### config.mk
export PLATFORM = sky130hd
export DESIGN_NAME = rx_addr_filter
export DESIGN_NICKNAME = d
export VERILOG_FILES = /design/src/rtl/addr_filt_pkg.sv /design/src/rtl/addr_crc_byte.sv /design/src/rtl/addr_capture.sv /design/src/rtl/accept_decide.sv /design/src/rtl/rx_addr_filter.sv
export SDC_FILE = /design/constraint.sdc
export NUM_CORES = 1
export LEC_CHECK = 0
export BUFFER_PORTS_ARGS = -buffer_cell sky130_fd_sc_hd__buf_2
export CAP_MARGIN = 5
export CORE_MARGIN = 8
export CORE_UTILIZATION = 52
export CTS_CLUSTER_DIAMETER = 80
export DETAILED_ROUTE_END_ITERATION = 10
export MAX_ROUTING_LAYER = met4
export PLACE_DENSITY = 0.79
export SKIP_LAST_GASP = 1
export SLEW_MARGIN = 10
export SYNTH_ARGS = -nofsm -noshare
export SYNTH_HDL_FRONTEND = slang
export SYNTH_SLANG_ARGS = --single-unit
### constraint.sdc
create_clock -name clk -period 3.1 [get_ports clk]
set_input_delay 0.155 -clock clk [delete_from_list [all_inputs] [get_ports clk]]
set_output_delay 0.155 -clock clk [all_outputs]
set_load 0.1 [all_outputs]
### src/rtl/addr_filt_pkg.sv
// Package: shared constants and types for the receive destination filter.
// Assumes byte 0 of an address occupies the most significant byte of a
// 48-bit vector, so the station address is simply {upper, lower}.
package addr_filt_pkg;
    localparam int ADDR_BYTES = 6;
    localparam int ADDR_W     = ADDR_BYTES * 8;
    localparam int CRC_W      = 32;
    localparam logic [CRC_W-1:0] CRC_POLY = 32'h04C11DB7;
    localparam int HASH_WORD_W = 32;
    localparam int HASH_IDX_W  = $clog2(2 * HASH_WORD_W);

    typedef logic [ADDR_W-1:0] mac_addr_t;
    typedef logic [HASH_IDX_W-1:0] hash_idx_t;
endpackage

### src/rtl/addr_crc_byte.sv
// Module: byte-wide CRC engine over the destination address.
// Processes one byte per enabled cycle, least significant bit first, with
// no final inversion. Exposes the hash index the register would hold after
// the byte in flight, so that the decision can be made in the same cycle.
// Assumes clear has priority over en.
module addr_crc_byte
    import addr_filt_pkg::*;
#(
    parameter int W = CRC_W,
    parameter logic [W-1:0] POLY = CRC_POLY,
    parameter int IDX_W = HASH_IDX_W
) (
    input  logic             clk,
    input  logic             rst_n,
    input  logic             clear,
    input  logic             en,
    input  logic [7:0]       din,
    output logic [IDX_W-1:0] idx_nxt
);
    logic [W-1:0] crc_q;
    logic [W-1:0] crc_step;

    // Purpose: advance the CRC over eight input bits, LSB first.
    always_comb begin
        logic [W-1:0] r;
        r = crc_q;
        for (int b = 0; b < 8; b++) begin
            if (r[W-1] ^ din[b]) r = {r[W-2:0], 1'b0} ^ POLY;
            else                 r = {r[W-2:0], 1'b0};
        end
        crc_step = r;
    end

    assign idx_nxt = crc_step[W-1 -: IDX_W];

    // Purpose: hold the running CRC, restarting at all ones.
    always_ff @(posedge clk) begin
        if (!rst_n || clear) crc_q <= '1;
        else if (en)         crc_q <= crc_step;
    end

    // after a restart the register is back at its start value.
    p_crc_restart_r8: assert property (@(posedge clk) disable iff (!rst_n)
        $past(clear) |-> (crc_q == '1));
endmodule

### src/rtl/addr_capture.sv
// Module: collects destination address bytes and counts them.
// Shifts bytes in so byte 0 ends up in the top byte. Stops taking bytes
// once the full address is in, until clear. Assumes clear beats en.
module addr_capture
    import addr_filt_pkg::*;
#(
    parameter int NBYTES = ADDR_BYTES,
    localparam int AW = NBYTES * 8,
    localparam int CW = $clog2(NBYTES + 1)
) (
    input  logic          clk,
    input  logic          rst_n,
    input  logic          clear,
    input  logic          offer,
    input  logic [7:0]    din,
    output logic          take,
    output logic          last_hit,
    output logic [AW-1:0] addr_nxt
);
    logic [CW-1:0] cnt_q;
    logic [AW-1:0] addr_q;
    logic          room;

    assign room     = (cnt_q < CW'(NBYTES));
    assign take     = offer && !clear && room;
    assign last_hit = take && (cnt_q == CW'(NBYTES - 1));
    assign addr_nxt = {addr_q[AW-9:0], din};

    // Purpose: count accepted bytes and shift them into the address.
    always_ff @(posedge clk) begin
        if (!rst_n || clear) begin
            cnt_q  <= '0;
            addr_q <= '0;
        end else if (take) begin
            cnt_q  <= cnt_q + 1'b1;
            addr_q <= addr_nxt;
        end
    end

    // the count never runs past a full address.
    p_cnt_bound_r9: assert property (@(posedge clk) disable iff (!rst_n)
        cnt_q <= CW'(NBYTES));
    // once full, further offers leave the count untouched.
    p_full_hold_r9: assert property (@(posedge clk) disable iff (!rst_n)
        (cnt_q == CW'(NBYTES) && !clear) |=> (cnt_q == CW'(NBYTES)));
endmodule

### src/rtl/accept_decide.sv
// Module: turns a complete address and its hash index into a registered
// accept/reject verdict. Priority: promiscuous, then broadcast, then
// multicast by hash, then unicast by exact match (or by hash if enabled).
// Assumes fire is high for exactly the cycle the last byte is taken.
module accept_decide
    import addr_filt_pkg::*;
#(
    parameter int AW = ADDR_W,
    parameter int HW = HASH_WORD_W,
    localparam int IW = $clog2(2 * HW)
) (
    input  logic          clk,
    input  logic          rst_n,
    input  logic          fire,
    input  logic [AW-1:0] addr,
    input  logic [IW-1:0] idx,
    input  logic [AW-1:0] station,
    input  logic [HW-1:0] hash0,
    input  logic [HW-1:0] hash1,
    input  logic          promisc,
    input  logic          bcast_reject,
    input  logic          ucast_hash,
    output logic          verdict_valid,
    output logic          verdict_accept
);
    logic [2*HW-1:0] table_w;
    logic            hash_hit;
    logic            is_bcast;
    logic            is_mcast;
    logic            exact;
    logic            accept_d;

    assign table_w  = {hash1, hash0};
    assign hash_hit = table_w[idx];
    assign is_bcast = (addr == '1);
    assign is_mcast = addr[AW-8];
    assign exact    = (addr == station);

    // Purpose: pick the verdict by mode priority.
    always_comb begin
        if (promisc)       accept_d = 1'b1;
        else if (is_bcast) accept_d = !bcast_reject;
        else if (is_mcast) accept_d = hash_hit;
        else               accept_d = exact || (ucast_hash && hash_hit);
    end

    // Purpose: register the verdict and its one-cycle strobe.
    always_ff @(posedge clk) begin
        if (!rst_n) begin
            verdict_valid  <= 1'b0;
            verdict_accept <= 1'b0;
        end else begin
            verdict_valid <= fire;
            if (fire) verdict_accept <= accept_d;
        end
    end

    // promiscuous mode at decision time forces acceptance.
    p_promisc_accept_r3: assert property (@(posedge clk) disable iff (!rst_n)
        (fire && promisc) |=> (verdict_valid && verdict_accept));
    // rejected broadcast stays rejected outside promiscuous mode.
    p_bcast_reject_r4: assert property (@(posedge clk) disable iff (!rst_n)
        (fire && is_bcast && bcast_reject && !promisc) |=> !verdict_accept);
endmodule

### src/rtl/rx_addr_filter.sv
// Module: receive destination address filter (top).
// Gates incoming bytes, feeds the capture and CRC units with the same
// qualified stream and issues one verdict per frame. Assumes frame_start
// is a single-cycle pulse ahead of byte 0.
module rx_addr_filter
    import addr_filt_pkg::*;
(
    input  logic        clk,
    input  logic        rst_n,
    input  logic        frame_start,
    input  logic        byte_valid,
    input  logic [7:0]  byte_data,
    input  logic [15:0] stn_upper,
    input  logic [31:0] stn_lower,
    input  logic [31:0] hash_tbl0,
    input  logic [31:0] hash_tbl1,
    input  logic        mode_promisc,
    input  logic        mode_bcast_reject,
    input  logic        mode_ucast_hash,
    output logic        verdict_valid,
    output logic        verdict_accept
);
    logic      take;
    logic      last_hit;
    mac_addr_t addr_nxt;
    hash_idx_t idx_nxt;
    mac_addr_t station;

    assign station = {stn_upper, stn_lower};

    addr_capture #(.NBYTES(ADDR_BYTES)) u_capture (
        .clk      (clk),
        .rst_n    (rst_n),
        .clear    (frame_start),
        .offer    (byte_valid),
        .din      (byte_data),
        .take     (take),
        .last_hit (last_hit),
        .addr_nxt (addr_nxt)
    );

    addr_crc_byte #(.W(CRC_W), .POLY(CRC_POLY), .IDX_W(HASH_IDX_W)) u_crc (
        .clk     (clk),
        .rst_n   (rst_n),
        .clear   (frame_start),
        .en      (take),
        .din     (byte_data),
        .idx_nxt (idx_nxt)
    );

    accept_decide #(.AW(ADDR_W), .HW(HASH_WORD_W)) u_decide (
        .clk            (clk),
        .rst_n          (rst_n),
        .fire           (last_hit),
        .addr           (addr_nxt),
        .idx            (idx_nxt),
        .station        (station),
        .hash0          (hash_tbl0),
        .hash1          (hash_tbl1),
        .promisc        (mode_promisc),
        .bcast_reject   (mode_bcast_reject),
        .ucast_hash     (mode_ucast_hash),
        .verdict_valid  (verdict_valid),
        .verdict_accept (verdict_accept)
    );

    // a strobe follows the cycle that took the sixth byte.
    p_valid_after_last_r7: assert property (@(posedge clk) disable iff (!rst_n)
        verdict_valid |-> $past(last_hit));
    // the strobe lasts one cycle.
    p_valid_single_r7: assert property (@(posedge clk) disable iff (!rst_n)
        verdict_valid |=> !verdict_valid);
    // a byte offered with frame_start is never taken.
    p_no_take_on_start_r8: assert property (@(posedge clk) disable iff (!rst_n)
        frame_start |-> !take);
endmodule

==> out/results.ini <==
[worst_setup_path]
arrival_ps = 3080
worstSetupEndpointType = flip-flop
regToRegStartpoint = u_crc.crc_q[28]
path_class = reg -> reg
crit_path_start_kind = flip-flop
cp_max_fo = 9
critPathLaunch = u_crc.crc_q[28]
worstPathRequired_ps = 3360

[sta]
grt_setup_unrepaired = no
finalMaxSlewViolations = 0
post-route-period-util_pct = 90.8
max_freq_mhz = 355
fin_tns_setup_ps = 0
worst_clock_skew_ps = 11.3
setup_viol = 0
fin_ws_ps = 284
slew-limit-headroom_pct = 33.8
worst_pin_slew_ps = 993
finalHoldViolCount = 0
period_needed_ps = 2820

[yosys]
synth.net_count = 680
syn_inst = 551
yosys_warnings = 0
ys_seq_area_share_pct = 31.9
ys_top_cells_by_count = 131 x nand2_1, 77 x dfxtp_1, 60 x xor2_1, 43 x xnor2_1, 41 x a21oi_1
synth_seq_cells = 77
async_flop_share_pct = 0
synth_area_per_cell_um2 = 8.77
synth_area_um2 = 4830
yosysUniqueCellTypes = 50
yosysTopAreaCellShare_pct = 31.9
ys.flop_type = dfxtp_1
synth-edff-count = 0
synth_top_cell_by_area = dfxtp_1
synthTopCellsByArea = dfxtp_1 32%, xor2_1 11%, nand2_1 10%
synth_most_common_cell = nand2_1

[job]
drv_cap = 0

[power]
irDropWorstVdd_mv = 0.262
p_per_area_nw_per_um2 = 537
power.leakage_nw = 2.39

[cts]
ctsHoldBuffers = 0
cts_resized = 0
cts_tree = yes
ctsHtreeMaxLevel = 3
cts_inserted_buffers = 9
cts_setup_buffers = 0
clock-sinks = 77
clk_path_buf_depth = 2
clock_latency_ps = 370
cts_root_buf = clkbuf_8
clk_pin_slew_ps = 90

[placement]
hpwl_um = 10400
portBuffers = 128
dp_slack_ps = 279
gp_congestion = 0.916

[route]
drc = 0
postRouteAntennaNets = 0
routed-via-count = 4364
drt_iter0_markers = 287
firstDrtPassIters = 6
wl_um = 13500
drt-wirelength-per-cell_um = 17.2
avgViaCountPerCell = 5.56

[global_route]
antenna_found_initial = 0
grt_pass1_vias = 4441
grt_max_degree = 105
grt_pass1_wl_um = 22000
grt_use_total_pct = 22.2
grt_overflow = 0

[floorplan]
core_um2 = 9110
die_w_um = 112
die_area_um2 = 12600
rows = 35
start_util_pct = 53.0
io_pins = 129
die_y_um = 112

[finish]
fin_nets = 798
diodes = 0
areaGrowthSynthToFinish_pct = 18.9
fill_cells = 778
drive_above_1_share_pct = 27.0
regArea_um2 = 1540
multi_input_area_um2 = 3120

[min_path]
min_from = rst_n
hp-class = in -> reg

[outcome]
status = finished, final reports clean

==> layout make-up <==
class | instances | area share [%]
inverter | 5 | 0.327
multi-input combinational | 437 | 54.2
clock buffer | 9 | 2.16
sequential | 77 | 26.8
timing repair buffer | 139 | 12.6
tap | 111 | 2.42
clock inverter | 7 | 1.46
==> per-layer routing <==
layer  GRT usage (%)  vias up  wire length, um
met2            37.7      140             6900
met4            7.19        0              234
met5               -        -                0
li1                -     2141                -
met1            26.0     2060             5680
met3            4.13       23              675
==> worst paths after layout <==
kind | depth (start not counted) | slack [ps] | to
max | 8 | 280 | u_decide.verdict_accept
max reg2reg | 8 | 280 | u_decide.verdict_accept
min reg2reg | 2 | 490 | u_capture.addr_q[35]
min | 2 | 40 | u_decide.verdict_valid
==> cells by family (layout without fill, tap and decap cells) <==
group	count (synthesis)	in the layout	share of synthesized area (%)
xor gates and xnor gates	119	119	26.0
buffers and inverters	37	160	3.70
and+or+nand+nor	201	201	18.6
AOI/OAI and AO/OA	91	91	12.4
muxes	24	24	6.84
DFF	77	77	31.9
adders and majority gates	2	2	0.518
==> worst max-delay path, stage by stage, from the launching register on <==
cell and delay [ps]:
dfxtp_1 370, xnor2_4 360, xor2_2 360, xor3_4 550, mux4_2 330, a211oi_2 220
o211ai_1 130, nor4_2 280, a21oi_1 90
==> cell usage in the layout (no fill, tap or decap), types with 5 or more instances in the layout <==
master and instances:
dfxtp_1 77, xnor2_1 43, xnor2_2 5, nand3_1 5
buf_4 11, nand4_1 16, nor4_1 16, mux2_2 6
inv_1 5, buf_2 128, nand2_1 130, a21oi_1 41
nor2_1 15, o211ai_1 34, mux2i_1 12, xor2_1 60
xnor2_4 5, clkbuf_8 9
==> state kept, by name, summed over array words and instances, names as in the netlist <==
name                     cells
u_capture.addr_q            40
u_capture.cnt_q              3
u_decide.verdict_accept      1
u_crc.crc_q                 32
u_decide.verdict_valid       1
==> metrics by stage <==
| stage | hold slack [ps] | instances | power [mW] | utilization, % | area (um2) |
|---|---|---|---|---|---|
| after detailed placement | 410 | 769 | 2.29 | 60.8 | 5540 |
| after CTS | 29.3 | 785 | 3.09 | 63.1 | 5750 |
| after global routing | 38.7 | 785 | 3.24 | 63.1 | 5750 |
| after floorplan | 277 | 551 | 2.06 | - | 4830 |
| after global placement | 415 | 769 | 2.26 | 60.8 | 5540 |
| final | 40.0 | 785 | 3.08 | 63.1 | 5750 |
==> where the power goes <==
group / internal (mW) / switching, mW / leakage [nW] / total (mW)
clock: 0.386 / 0.425 / 0.107 / 0.810
combinational: 0.585 / 0.626 / 1.66 / 1.21
sequential: 1.03 / 0.0360 / 0.627 / 1.06
No activity file was read; power rests on OpenSTA's default activity.
